**src/rtl/bchfix_pkg.sv**
```systemverilog
package bchfix_pkg;

  typedef enum logic [1:0] {
    ST_FIXED  = 2'd0,
    ST_CLEAN  = 2'd1,
    ST_ERASED = 2'd2,
    ST_BADLOC = 2'd3
  } fix_status_e;

  typedef enum logic [2:0] {
    S_IDLE,
    S_SCAN,
    S_SCAN_WAIT,
    S_ACCEPT,
    S_RD,
    S_WR
  } fix_state_e;

endpackage

```
**src/rtl/bchfix_precheck.sv**
```systemverilog
module bchfix_precheck #(
  parameter int unsigned MAX_SMP = 26,
  localparam int unsigned CNT_W = $clog2(MAX_SMP + 1)
) (
  input  logic             clk,
  input  logic             rst_n,
  input  logic             clear_i,
  input  logic             smp_i,
  input  logic [7:0]       syn_i,
  input  logic [7:0]       sto_i,
  output logic             zero_o,
  output logic             erased_o,
  output logic [CNT_W-1:0] nsmp_o
);

  always_ff @(posedge clk or negedge rst_n) begin
    if (!rst_n) begin
      zero_o   <= 1'b1;
      erased_o <= 1'b1;
      nsmp_o   <= '0;
    end else if (clear_i) begin
      zero_o   <= 1'b1;
      erased_o <= 1'b1;
      nsmp_o   <= '0;
    end else if (smp_i) begin
      zero_o   <= zero_o & (syn_i == 8'h00);
      erased_o <= erased_o & (sto_i == 8'hFF);
      nsmp_o   <= nsmp_o + 1'b1;
    end
  end

  AST_SCAN_BOUNDED: assert property (@(posedge clk) disable iff (!rst_n)
    smp_i |-> (nsmp_o < CNT_W'(MAX_SMP)));

endmodule

```
**src/rtl/bchfix_locmap.sv**
```systemverilog
module bchfix_locmap #(
  parameter int unsigned SECT_BYTES = 512,
  parameter int unsigned LIM8       = 525,
  parameter int unsigned LIM16      = 538,
  parameter int unsigned LOC_W      = 13,
  parameter int unsigned DAT_AW     = 9,
  parameter int unsigned ECC_AW     = 5,
  localparam int unsigned POS_W     = LOC_W - 3
) (
  input  logic              mode16_i,
  input  logic [LOC_W-1:0]  loc_i,
  output logic              bad_o,
  output logic              to_dat_o,
  output logic [DAT_AW-1:0] dat_addr_o,
  output logic [ECC_AW-1:0] ecc_addr_o,
  output logic [7:0]        mask_o
);

  logic [POS_W-1:0] byte_idx, lim, pos, eoff;

  always_comb begin
    byte_idx   = loc_i[LOC_W-1:3];
    lim        = mode16_i ? POS_W'(LIM16) : POS_W'(LIM8);
    bad_o      = (byte_idx >= lim);
    pos        = lim - byte_idx - POS_W'(1);
    to_dat_o   = (pos < POS_W'(SECT_BYTES));
    eoff       = pos - POS_W'(SECT_BYTES);
    dat_addr_o = pos[DAT_AW-1:0];
    ecc_addr_o = eoff[ECC_AW-1:0];
    mask_o     = 8'd1 << loc_i[2:0];
  end

  always_comb begin
    if (!bad_o && !to_dat_o) begin
      AST_ECC_OFFSET_OK: assert (int'(eoff) < (mode16_i ? int'(LIM16 - SECT_BYTES)
                                                      : int'(LIM8 - SECT_BYTES)));
    end
  end

endmodule

```
**src/rtl/bch_fix_apply.sv**
```systemverilog
module bch_fix_apply
  import bchfix_pkg::*;
#(
  parameter int unsigned SECT_BYTES  = 512,
  parameter int unsigned ECC8_BYTES  = 14,
  parameter int unsigned ECC16_BYTES = 26,
  parameter int unsigned MAX_LOCS    = 16,
  localparam int unsigned DAT_AW = $clog2(SECT_BYTES),
  localparam int unsigned ECC_AW = $clog2(ECC16_BYTES),
  localparam int unsigned LIM8   = SECT_BYTES + ECC8_BYTES - 1,
  localparam int unsigned LIM16  = SECT_BYTES + ECC16_BYTES,
  localparam int unsigned LOC_W  = $clog2(LIM16 * 8),
  localparam int unsigned CNT_W  = $clog2(MAX_LOCS + 1)
) (
  input  logic              clk,
  input  logic              rst_n,
  input  logic              start_i,
  input  logic              mode16_i,
  input  logic [CNT_W-1:0]  nerr_i,
  input  logic              loc_valid_i,
  output logic              loc_ready_o,
  input  logic [LOC_W-1:0]  loc_i,
  output logic              dat_rd_o,
  output logic              dat_wr_o,
  output logic [DAT_AW-1:0] dat_addr_o,
  output logic [7:0]        dat_wdata_o,
  input  logic [7:0]        dat_rdata_i,
  output logic              ecc_rd_o,
  output logic              ecc_wr_o,
  output logic [ECC_AW-1:0] ecc_addr_o,
  output logic [7:0]        ecc_wdata_o,
  input  logic [7:0]        ecc_rdata_i,
  output logic              syn_rd_o,
  output logic [ECC_AW-1:0] syn_addr_o,
  input  logic [7:0]        syn_rdata_i,
  output logic              busy_o,
  output logic              done_o,
  output logic [1:0]        status_o,
  output logic [CNT_W-1:0]  nfixed_o
);

  localparam int unsigned SCNT_W = $clog2(ECC16_BYTES + 1);

  fix_state_e        state_q;
  fix_status_e       status_q;
  logic              mode_q;
  logic [CNT_W-1:0]  rem_q, fixed_q;
  logic              bad_q;
  logic [ECC_AW-1:0] idx_q;
  logic              scan_d1_q;
  logic              tgt_dat_q;
  logic [7:0]        mask_q;
  logic [SCNT_W-1:0] nbytes;
  logic [CNT_W-1:0]  nerr_clamped;
  logic              take;

  logic              scan_zero, scan_ff;
  logic [SCNT_W-1:0] scan_cnt;
  logic              map_bad, map_to_dat;
  logic [DAT_AW-1:0] map_dat_addr;
  logic [ECC_AW-1:0] map_ecc_addr;
  logic [7:0]        map_mask;

  assign nbytes       = mode_q ? SCNT_W'(ECC16_BYTES) : SCNT_W'(ECC8_BYTES);
  assign nerr_clamped = (nerr_i > CNT_W'(MAX_LOCS)) ? CNT_W'(MAX_LOCS) : nerr_i;
  assign loc_ready_o  = (state_q == S_ACCEPT) && (rem_q != '0);
  assign take         = loc_ready_o && loc_valid_i;
  assign busy_o       = (state_q != S_IDLE);
  assign status_o     = status_q;

  bchfix_precheck #(.MAX_SMP(ECC16_BYTES)) u_precheck (
    .clk      (clk),
    .rst_n    (rst_n),
    .clear_i  ((state_q == S_IDLE) && start_i),
    .smp_i    (scan_d1_q),
    .syn_i    (syn_rdata_i),
    .sto_i    (ecc_rdata_i),
    .zero_o   (scan_zero),
    .erased_o (scan_ff),
    .nsmp_o   (scan_cnt)
  );

  bchfix_locmap #(
    .SECT_BYTES (SECT_BYTES),
    .LIM8       (LIM8),
    .LIM16      (LIM16),
    .LOC_W      (LOC_W),
    .DAT_AW     (DAT_AW),
    .ECC_AW     (ECC_AW)
  ) u_locmap (
    .mode16_i   (mode_q),
    .loc_i      (loc_i),
    .bad_o      (map_bad),
    .to_dat_o   (map_to_dat),
    .dat_addr_o (map_dat_addr),
    .ecc_addr_o (map_ecc_addr),
    .mask_o     (map_mask)
  );

  always_ff @(posedge clk or negedge rst_n) begin
    if (!rst_n) begin
      state_q     <= S_IDLE;
      status_q    <= ST_FIXED;
      mode_q      <= 1'b0;
      rem_q       <= '0;
      fixed_q     <= '0;
      bad_q       <= 1'b0;
      idx_q       <= '0;
      scan_d1_q   <= 1'b0;
      tgt_dat_q   <= 1'b0;
      mask_q      <= '0;
      dat_rd_o    <= 1'b0;
      dat_wr_o    <= 1'b0;
      dat_addr_o  <= '0;
      dat_wdata_o <= '0;
      ecc_rd_o    <= 1'b0;
      ecc_wr_o    <= 1'b0;
      ecc_addr_o  <= '0;
      ecc_wdata_o <= '0;
      syn_rd_o    <= 1'b0;
      syn_addr_o  <= '0;
      done_o      <= 1'b0;
      nfixed_o    <= '0;
    end else begin
      dat_rd_o  <= 1'b0;
      dat_wr_o  <= 1'b0;
      ecc_rd_o  <= 1'b0;
      ecc_wr_o  <= 1'b0;
      syn_rd_o  <= 1'b0;
      done_o    <= 1'b0;
      scan_d1_q <= syn_rd_o;
      unique case (state_q)
        S_IDLE: begin
          if (start_i) begin
            mode_q  <= mode16_i;
            rem_q   <= nerr_clamped;
            fixed_q <= '0;
            bad_q   <= 1'b0;
            idx_q   <= '0;
            state_q <= S_SCAN;
          end
        end
        S_SCAN: begin
          ecc_rd_o   <= 1'b1;
          syn_rd_o   <= 1'b1;
          ecc_addr_o <= idx_q;
          syn_addr_o <= idx_q;
          idx_q      <= idx_q + 1'b1;
          if (SCNT_W'(idx_q) == nbytes - 1'b1) state_q <= S_SCAN_WAIT;
        end
        S_SCAN_WAIT: begin
          if (scan_cnt == nbytes) begin
            if (scan_zero) begin
              status_q <= ST_CLEAN;
              nfixed_o <= '0;
              done_o   <= 1'b1;
              state_q  <= S_IDLE;
            end else if (scan_ff) begin
              status_q <= ST_ERASED;
              nfixed_o <= '0;
              done_o   <= 1'b1;
              state_q  <= S_IDLE;
            end else begin
              state_q  <= S_ACCEPT;
            end
          end
        end
        S_ACCEPT: begin
          if (rem_q == '0) begin
            status_q <= bad_q ? ST_BADLOC : ST_FIXED;
            nfixed_o <= fixed_q;
            done_o   <= 1'b1;
            state_q  <= S_IDLE;
          end else if (take) begin
            rem_q <= rem_q - 1'b1;
            if (map_bad) begin
              bad_q <= 1'b1;
            end else begin
              tgt_dat_q <= map_to_dat;
              mask_q    <= map_mask;
              if (map_to_dat) begin
                dat_rd_o   <= 1'b1;
                dat_addr_o <= map_dat_addr;
              end else begin
                ecc_rd_o   <= 1'b1;
                ecc_addr_o <= map_ecc_addr;
              end
              state_q <= S_RD;
            end
          end
        end
        S_RD: state_q <= S_WR;
        S_WR: begin
          if (tgt_dat_q) begin
            dat_wr_o    <= 1'b1;
            dat_wdata_o <= dat_rdata_i ^ mask_q;
          end else begin
            ecc_wr_o    <= 1'b1;
            ecc_wdata_o <= ecc_rdata_i ^ mask_q;
          end
          fixed_q <= fixed_q + 1'b1;
          state_q <= S_ACCEPT;
        end
        default: state_q <= S_IDLE;
      endcase
    end
  end

  AST_DAT_RMW_ORDER: assert property (@(posedge clk) disable iff (!rst_n)
    dat_wr_o |-> ($past(dat_rd_o, 2) && $stable(dat_addr_o)));
  AST_ONE_WRITE: assert property (@(posedge clk) disable iff (!rst_n)
    $onehot0({dat_wr_o, ecc_wr_o}));
  AST_PAD_UNTOUCHED: assert property (@(posedge clk) disable iff (!rst_n)
    (ecc_wr_o && !mode_q) |-> (ecc_addr_o < ECC_AW'(ECC8_BYTES - 1)));
  AST_READY_BUSY: assert property (@(posedge clk) disable iff (!rst_n)
    loc_ready_o |-> busy_o);
  AST_DONE_PULSE: assert property (@(posedge clk) disable iff (!rst_n)
    done_o |=> !done_o);
  AST_CLEAN_NOFIX: assert property (@(posedge clk) disable iff (!rst_n)
    (done_o && (status_o == ST_CLEAN)) |-> (nfixed_o == '0));
  AST_COUNT_BOUND: assert property (@(posedge clk) disable iff (!rst_n)
    done_o |-> (nfixed_o <= CNT_W'(MAX_LOCS)));
  AST_NO_TAKE_IN_SCAN: assert property (@(posedge clk) disable iff (!rst_n)
    syn_rd_o |-> !loc_ready_o);

endmodule

```
**config.mk**
```make
export PLATFORM = sky130hd
export DESIGN_NAME = bch_fix_apply
export DESIGN_NICKNAME = d
export VERILOG_FILES = /design/src/rtl/bchfix_pkg.sv /design/src/rtl/bchfix_precheck.sv /design/src/rtl/bchfix_locmap.sv /design/src/rtl/bch_fix_apply.sv
export SDC_FILE = /design/constraint.sdc
export NUM_CORES = 1
export LEC_CHECK = 0
export BUFFER_PORTS_ARGS = -buffer_cell sky130_fd_sc_hd__buf_2
export CAP_MARGIN = 20
export CORE_MARGIN = 4
export CORE_UTILIZATION = 25
export CTS_BUF_LIST = sky130_fd_sc_hd__clkbuf_16
export CTS_CLUSTER_SIZE = 10
export DETAILED_ROUTE_END_ITERATION = 12
export PLACE_DENSITY = 0.54
export SYNTH_ARGS = -nofsm -noshare
export SYNTH_HDL_FRONTEND = slang
export SYNTH_SLANG_ARGS = --single-unit
```
**constraint.sdc**
```tcl
create_clock -name clk -period 4.6 [get_ports clk]
set_clock_uncertainty 0.2 [all_clocks]
set_input_delay 0.23 -clock clk [delete_from_list [all_inputs] [get_ports clk]]
set_output_delay 0.23 -clock clk [all_outputs]
set_load 0.005 [all_outputs]
```
; ---- Yosys cells after proc, flatten, opt, wreduce, memory -nomap -nowiden
; Index checks and enable logic that the tools add are counted.
[totals]
output_inout_bits = 50
word_cells = 156
regBits = 85
inputBits = 47
[op_classes]
reduce_logical = 26
n_eq_ne = 20
add_sub_neg = 8
n_bitwise = 7
n_lt_le_gt_ge = 3
n_shift = 1
muxes = 66
[op_table]
columns = operator, n
row1 = 5-bit 2-to-1 mux, 17
row2 = 5-bit case mux with 2 select lines, 5
row3 = 1-bit 2-to-1 mux, 26
row4 = 5-bit AND reduction, 4
row5 = 3-bit 2-to-1 mux, 6
row6 = 3-bit case mux with 6 select lines, 1
row7 = "2-bit != test, second input constant", 8
row8 = 8-bit bitwise XOR, 2
row9 = "5-bit by 1-bit adder with 5-bit output, second input constant", 3
row10 = "5-bit by 1-bit subtractor with 5-bit output, second input constant", 3
row11 = 2-bit 2-to-1 mux, 7
row12 = 4-bit AND reduction, 3
row13 = 2-bit nonzero test, 6
row14 = 5-bit == test, 2
row15 = 10-bit >= comparator, 1
row16 = "10-bit < comparator, second input constant", 1
row17 = 2-bit AND reduction, 5
row18 = "10-bit by 1-bit subtractor with 10-bit output, second input constant", 1
row19 = 10-bit subtractor, 1
row20 = "8-bit == test, second input constant", 1
row21 = 8-bit zero test, 1
row22 = "1-bit by 3-bit left shift with 8-bit output, first input constant", 1
row23 = "3-bit by 2-bit == test with 1-bit output, second input constant", 2
row24 = "3-bit == test, second input constant", 2
row25 = other kinds (14), 22

; ---- Longest topological paths before layout
[logic_depth]
word_depth = 9
mapped_depth = 9

; ---- Modules after synthesis
; From an unflattened synthesis, not the netlist that was laid out.
[hier_totals]
hier_cells = 411
hier_area_um2 = 4304.1
[modules_own_cells]
columns = mod, instances, area_each_um2, cells_per_inst, seq_area_each_um2
row1 = bch_fix_apply, 1, 3545.9, 325, 1951.9
row2 = bchfix_locmap, 1, 427.9, 56, 0.0
row3 = bchfix_precheck, 1, 330.3, 30, 177.7

; ---- Least setup slack after synthesis
; Ideal clock, no wire load.
[synth_timing]
path_kind = flip-flop to flip-flop
start = reg mode_q
end = reg dat_addr_o[0]
stages_incl_launch_ff = 9
path_slack_ps = 1965
arrival_ps = 2310
setup_ps = 125
path_cell_list = dfrtp_1 > inv_1 > ha_1 > and2_1 > a221o_1 > a211oi_2 > nand4b_1 > buf_4 > mux2_4
[synth_via]
elab_chain_len = 5
elab_cells_between_ends = 7
classes_between = add/sub: 2 / order compare: 2 / mux: 1 / bitwise: 1 / reduce/logical: 1
[synth_rtl]
columns = element, line
row1 = from (decl), bch_fix_apply.sv:46  ; logic mode_q;
row2 = from (signal assigned), bch_fix_apply.sv:135  ; mode_q <= mode16_i;
row3 = 5-bit 2-to-1 mux (*), bchfix_locmap.sv:23  ; lim = mode16_i ? POS_W'(LIM16) : POS_W'(LIM8);
row4 = 10-bit subtractor, bchfix_locmap.sv:25  ; pos = lim - byte_idx - POS_W'(1);
row5 = 10-bit by 1-bit subtractor with 10-bit output, bchfix_locmap.sv:25
row6 = 10-bit < comparator, bchfix_locmap.sv:26  ; to_dat_o = (pos < POS_W'(SECT_BYTES));
row7 = 5-bit AND reduction (no source line), n/a
row8 = to (signal assigned), bch_fix_apply.sv:183  ; dat_addr_o <= map_dat_addr;
row9 = to (decl), bch_fix_apply.sv:25  ; output logic [DAT_AW-1:0] dat_addr_o,
; Every way passes the cells marked *; elsewhere a longest branch is shown, timed or not.
; A chain may end at the register's enable or synchronous reset.

; ---- Worst setup path after layout
[layout_timing]
start = reg mode_q
end = reg dat_addr_o[3]
; Same word-level chain as after synthesis.

==> impl_metrics.ini <==
[logic_synthesis]
netlist_area_mm2 = 0.00415
syn_avg_cell_area_um2 = 10.1
yosysUniqueCellTypes = 57
synth_edf_count = 0
synth.area.top_cells = dfrtp_1 50%, nand2_1 5.3%, o21ai_0 4.8%
yosysWarnings = 0
ys_seq_elements = 85
synth_top_cell_by_area = dfrtp_1
syn_nets = 473
synthCells = 412
async_flop_share_pct = 100
synth_top_cell_area_share_pct = 50.1
dominantRegCellSynth = dfrtp_1
yosysSeqAreaShare_pct = 51.4

[placement]
port_buffers = 96
place_hpwl_um = 7950
dp_cells = 712
gp_congestion = 0.821

[routing]
drtPass1Iterations = 4
routedWlPerCell_um = 14.2
antenna_left = 0
viasPerCell = 4.42
routed_wl_um = 10600
via_count = 3323
drc = 0
first_iter_violations = 189

[min_path]
hp-class = in2reg

[timing]
fin_crit_ns = 3.36
hold_viol = 0
rsz0062_at_grt = false
slew_headroom_pct = 36.9
min_period_over_period_pct = 72.9
finalMaxSlewViolations = 0
tightestPinTransition_ns = 0.943
timing.hold.ws_ns = 0.00834
max_clock_freq_mhz = 298
final.setup.tns_ns = 0
setup_viol = 0

[finish]
fin_util_pct = 33.6
drive_above_1_share_pct = 25.4
fillers = 1665
insertedDiodeCount = 0
syn_to_final_growth_pct = 30.0
fin_cells = 751
mostFrequentLayoutCells = 95 x buf_2, 83 x dfrtp_1, 58 x nand2_1, 40 x o21ai_0, 35 x nor2_1
layout_commonest_cell = buf_2
nets = 592

[cts]
clockBufferDepth = 2
cts-root-buf = clkbuf_16
clk_pin_slew_worst_paths_ns = 0.06
clock-sinks = 85
clkLatencyLatePin_ns = 0.34
htreeDepth = 3
cts_buffers = 9
cts_tree = done

[worst_setup_path]
crit_arrival_ns = 3.38
critPathLaunchType = register
cpMaxStageDelayCell = nand4b_1
path_cells = inv_1 -> ha_1 -> and2_1 -> a221o_1 -> a211oi_2 -> nand4b_1 -> mux2_4
path_buf_inv = 1
crit_required_ns = 4.62
cp-end-kind = register
cp_slowest_stage_delay_ns = 0.63
critPathTopFamily = simple AND/OR/NAND/NOR gates
worst-path-max-fanout = 11
worstSetupPathType = reg2reg

[flow_run]
maxCapViolCount = 0

[run_status]
status = complete, no violations

[power]
pwr-share-comb_pct = 36.6
irDropWorstVdd_mv = 0.251
clockPowerShare_pct = 22.4
swShare_pct = 36.3
powerDensity_mw_per_mm2 = 577
p_int_w = 0.00198
sequentialPowerShare_pct = 41.0
p_leak_nw = 2.60
power_switching_w = 0.00113

[die]
die_y_um = 137
start_util_pct = 25.8
die_area_mm2 = 0.0187
core-area_mm2 = 0.0161
die_x_um = 137
ios = 97
rows = 46

[global_routing]
antenna_found_initial = 0
grt_pass1_wl_um = 17100
gr-total-overflow = 0
first_global_vias = 3361
grt_use_total_pct = 11.8
grt_max_degree = 86
worst min-delay path: cells and delay by family:
kind	cells	cell delay, ns
AO/OA/AOI/OAI	2	0.20
buffers and inverters	1	0.08
sequential cells by signal, summed over array words and instances, names as in the netlist, 2 cells and up:
signal             cells
dat_addr_o             9
dat_wdata_o            8
ecc_addr_o             5
ecc_wdata_o            8
fixed_q                5
idx_q                  5
mask_q                 8
nfixed_o               5
rem_q                  5
state_q                3
status_o               2
syn_addr_o             5
u_precheck.nsmp_o      5
cells in the mapped netlist, drive strengths merged, types with 5 or more instances:
cell type and number:
a31oi 6, clkbuf 9, a22o 5, xnor2 22, nand4 8, o21ai 42, nand3 10, a21oi 15
dfrtp 83, ha 13, nor2 35, mux2 15, nand2b 7, xor2 7, nand2 58, inv 21
path summary, 6_finish.rpt:
| kind | slack, ns | cells after the start | end | from |
|---|---|---|---|---|
| max in group asynchronous | 3.39 | 3 | rem_q[4]$_DFFE_PN0P_ | rst_n |
| worst min register to register | 0.22 | 0 | scan_d1_q$_DFF_PN0_ | syn_rd_o$_DFF_PN0_ |
| worst max-delay path | 1.24 | 7 | dat_addr_o[3]$_DFFE_PN0P_ | mode_q$_DFFE_PN0P_ |
| worst max register to register | 1.24 | 7 | dat_addr_o[3]$_DFFE_PN0P_ | mode_q$_DFFE_PN0P_ |
| worst min-delay path | 0.008 | 3 | rem_q[1]$_DFFE_PN0P_ | nerr_i[1] |
| min in group asynchronous | 0.19 | 2 | dat_wdata_o[6]$_DFFE_PN0P_ | rst_n |
power by group through the flow:
| stage | registers (W) | logic, W | clock network, W |
|---|---|---|---|
| after global placement | 0.00128 | 0.00111 | 0 |
| after CTS | 0.00128 | 0.00116 | 0.000721 |
| final | 0.00127 | 0.00114 | 0.000695 |
| after global routing | 0.00132 | 0.00129 | 0.000753 |
| after detailed placement | 0.00129 | 0.00113 | 0 |
| after floorplan | 0.00120 | 0.000774 | 0 |
repair_timing:
| item | CTS | global route |
|---|---|---|
| endpoints found under the hold margin | 107 | 0 |
| gates resized for setup | 0 | 0 |
| setup endpoints to repair | 0 | 0 |
| buffers inserted | 0 | 0 |
| hold buffers | 23 | 0 |
metrics by stage:
| step | power [W] | setup slack, ns | cell area (um^2) |
|---|---|---|---|
| finish | 0.00311 | 1.24 | 5390 |
| global route | 0.00336 | 0.973 | 5390 |
| CTS | 0.00316 | 1.15 | 5360 |
| detailed placement | 0.00242 | 1.16 | 4850 |
| global placement | 0.00239 | 1.31 | 4850 |
| floorplan | 0.00198 | 1.96 | 4150 |
routing by layer:
layer	global-route usage, %	vias to the layer above	wire length (um)
met3	4.30	7	614
met4	2.58	0	77
met2	19.7	76	5150
li1	-	1667	-
met1	14.7	1573	4800
met5	0	-	0
logic make-up (layout without fill, tap and decap cells):
| family | after synthesis | count (layout) | synth area share, % |
|---|---|---|---|
| compound gates | 91 | 91 | 13.5 |
| flops | 85 | 85 | 51.4 |
| simple gates | 140 | 140 | 15.9 |
| mux | 18 | 18 | 5.34 |
| buf+inv | 35 | 158 | 3.32 |
| xor+xnor | 29 | 29 | 6.13 |
| fa+ha+maj | 14 | 14 | 4.41 |
area by class of cell:
cell class              count  area (um^2)  share of cell area [%]
clock buffers               9          225                    4.18
flip-flops and latches     85         2130                    39.5
well taps                 216          270                    5.02
clock inverters             6         55.1                    1.02
repair buffers            121          748                    13.9
multi-input cells         292         1880                    34.9
inverters                  22         82.6                    1.53
(Power assumes the default switching activity.)
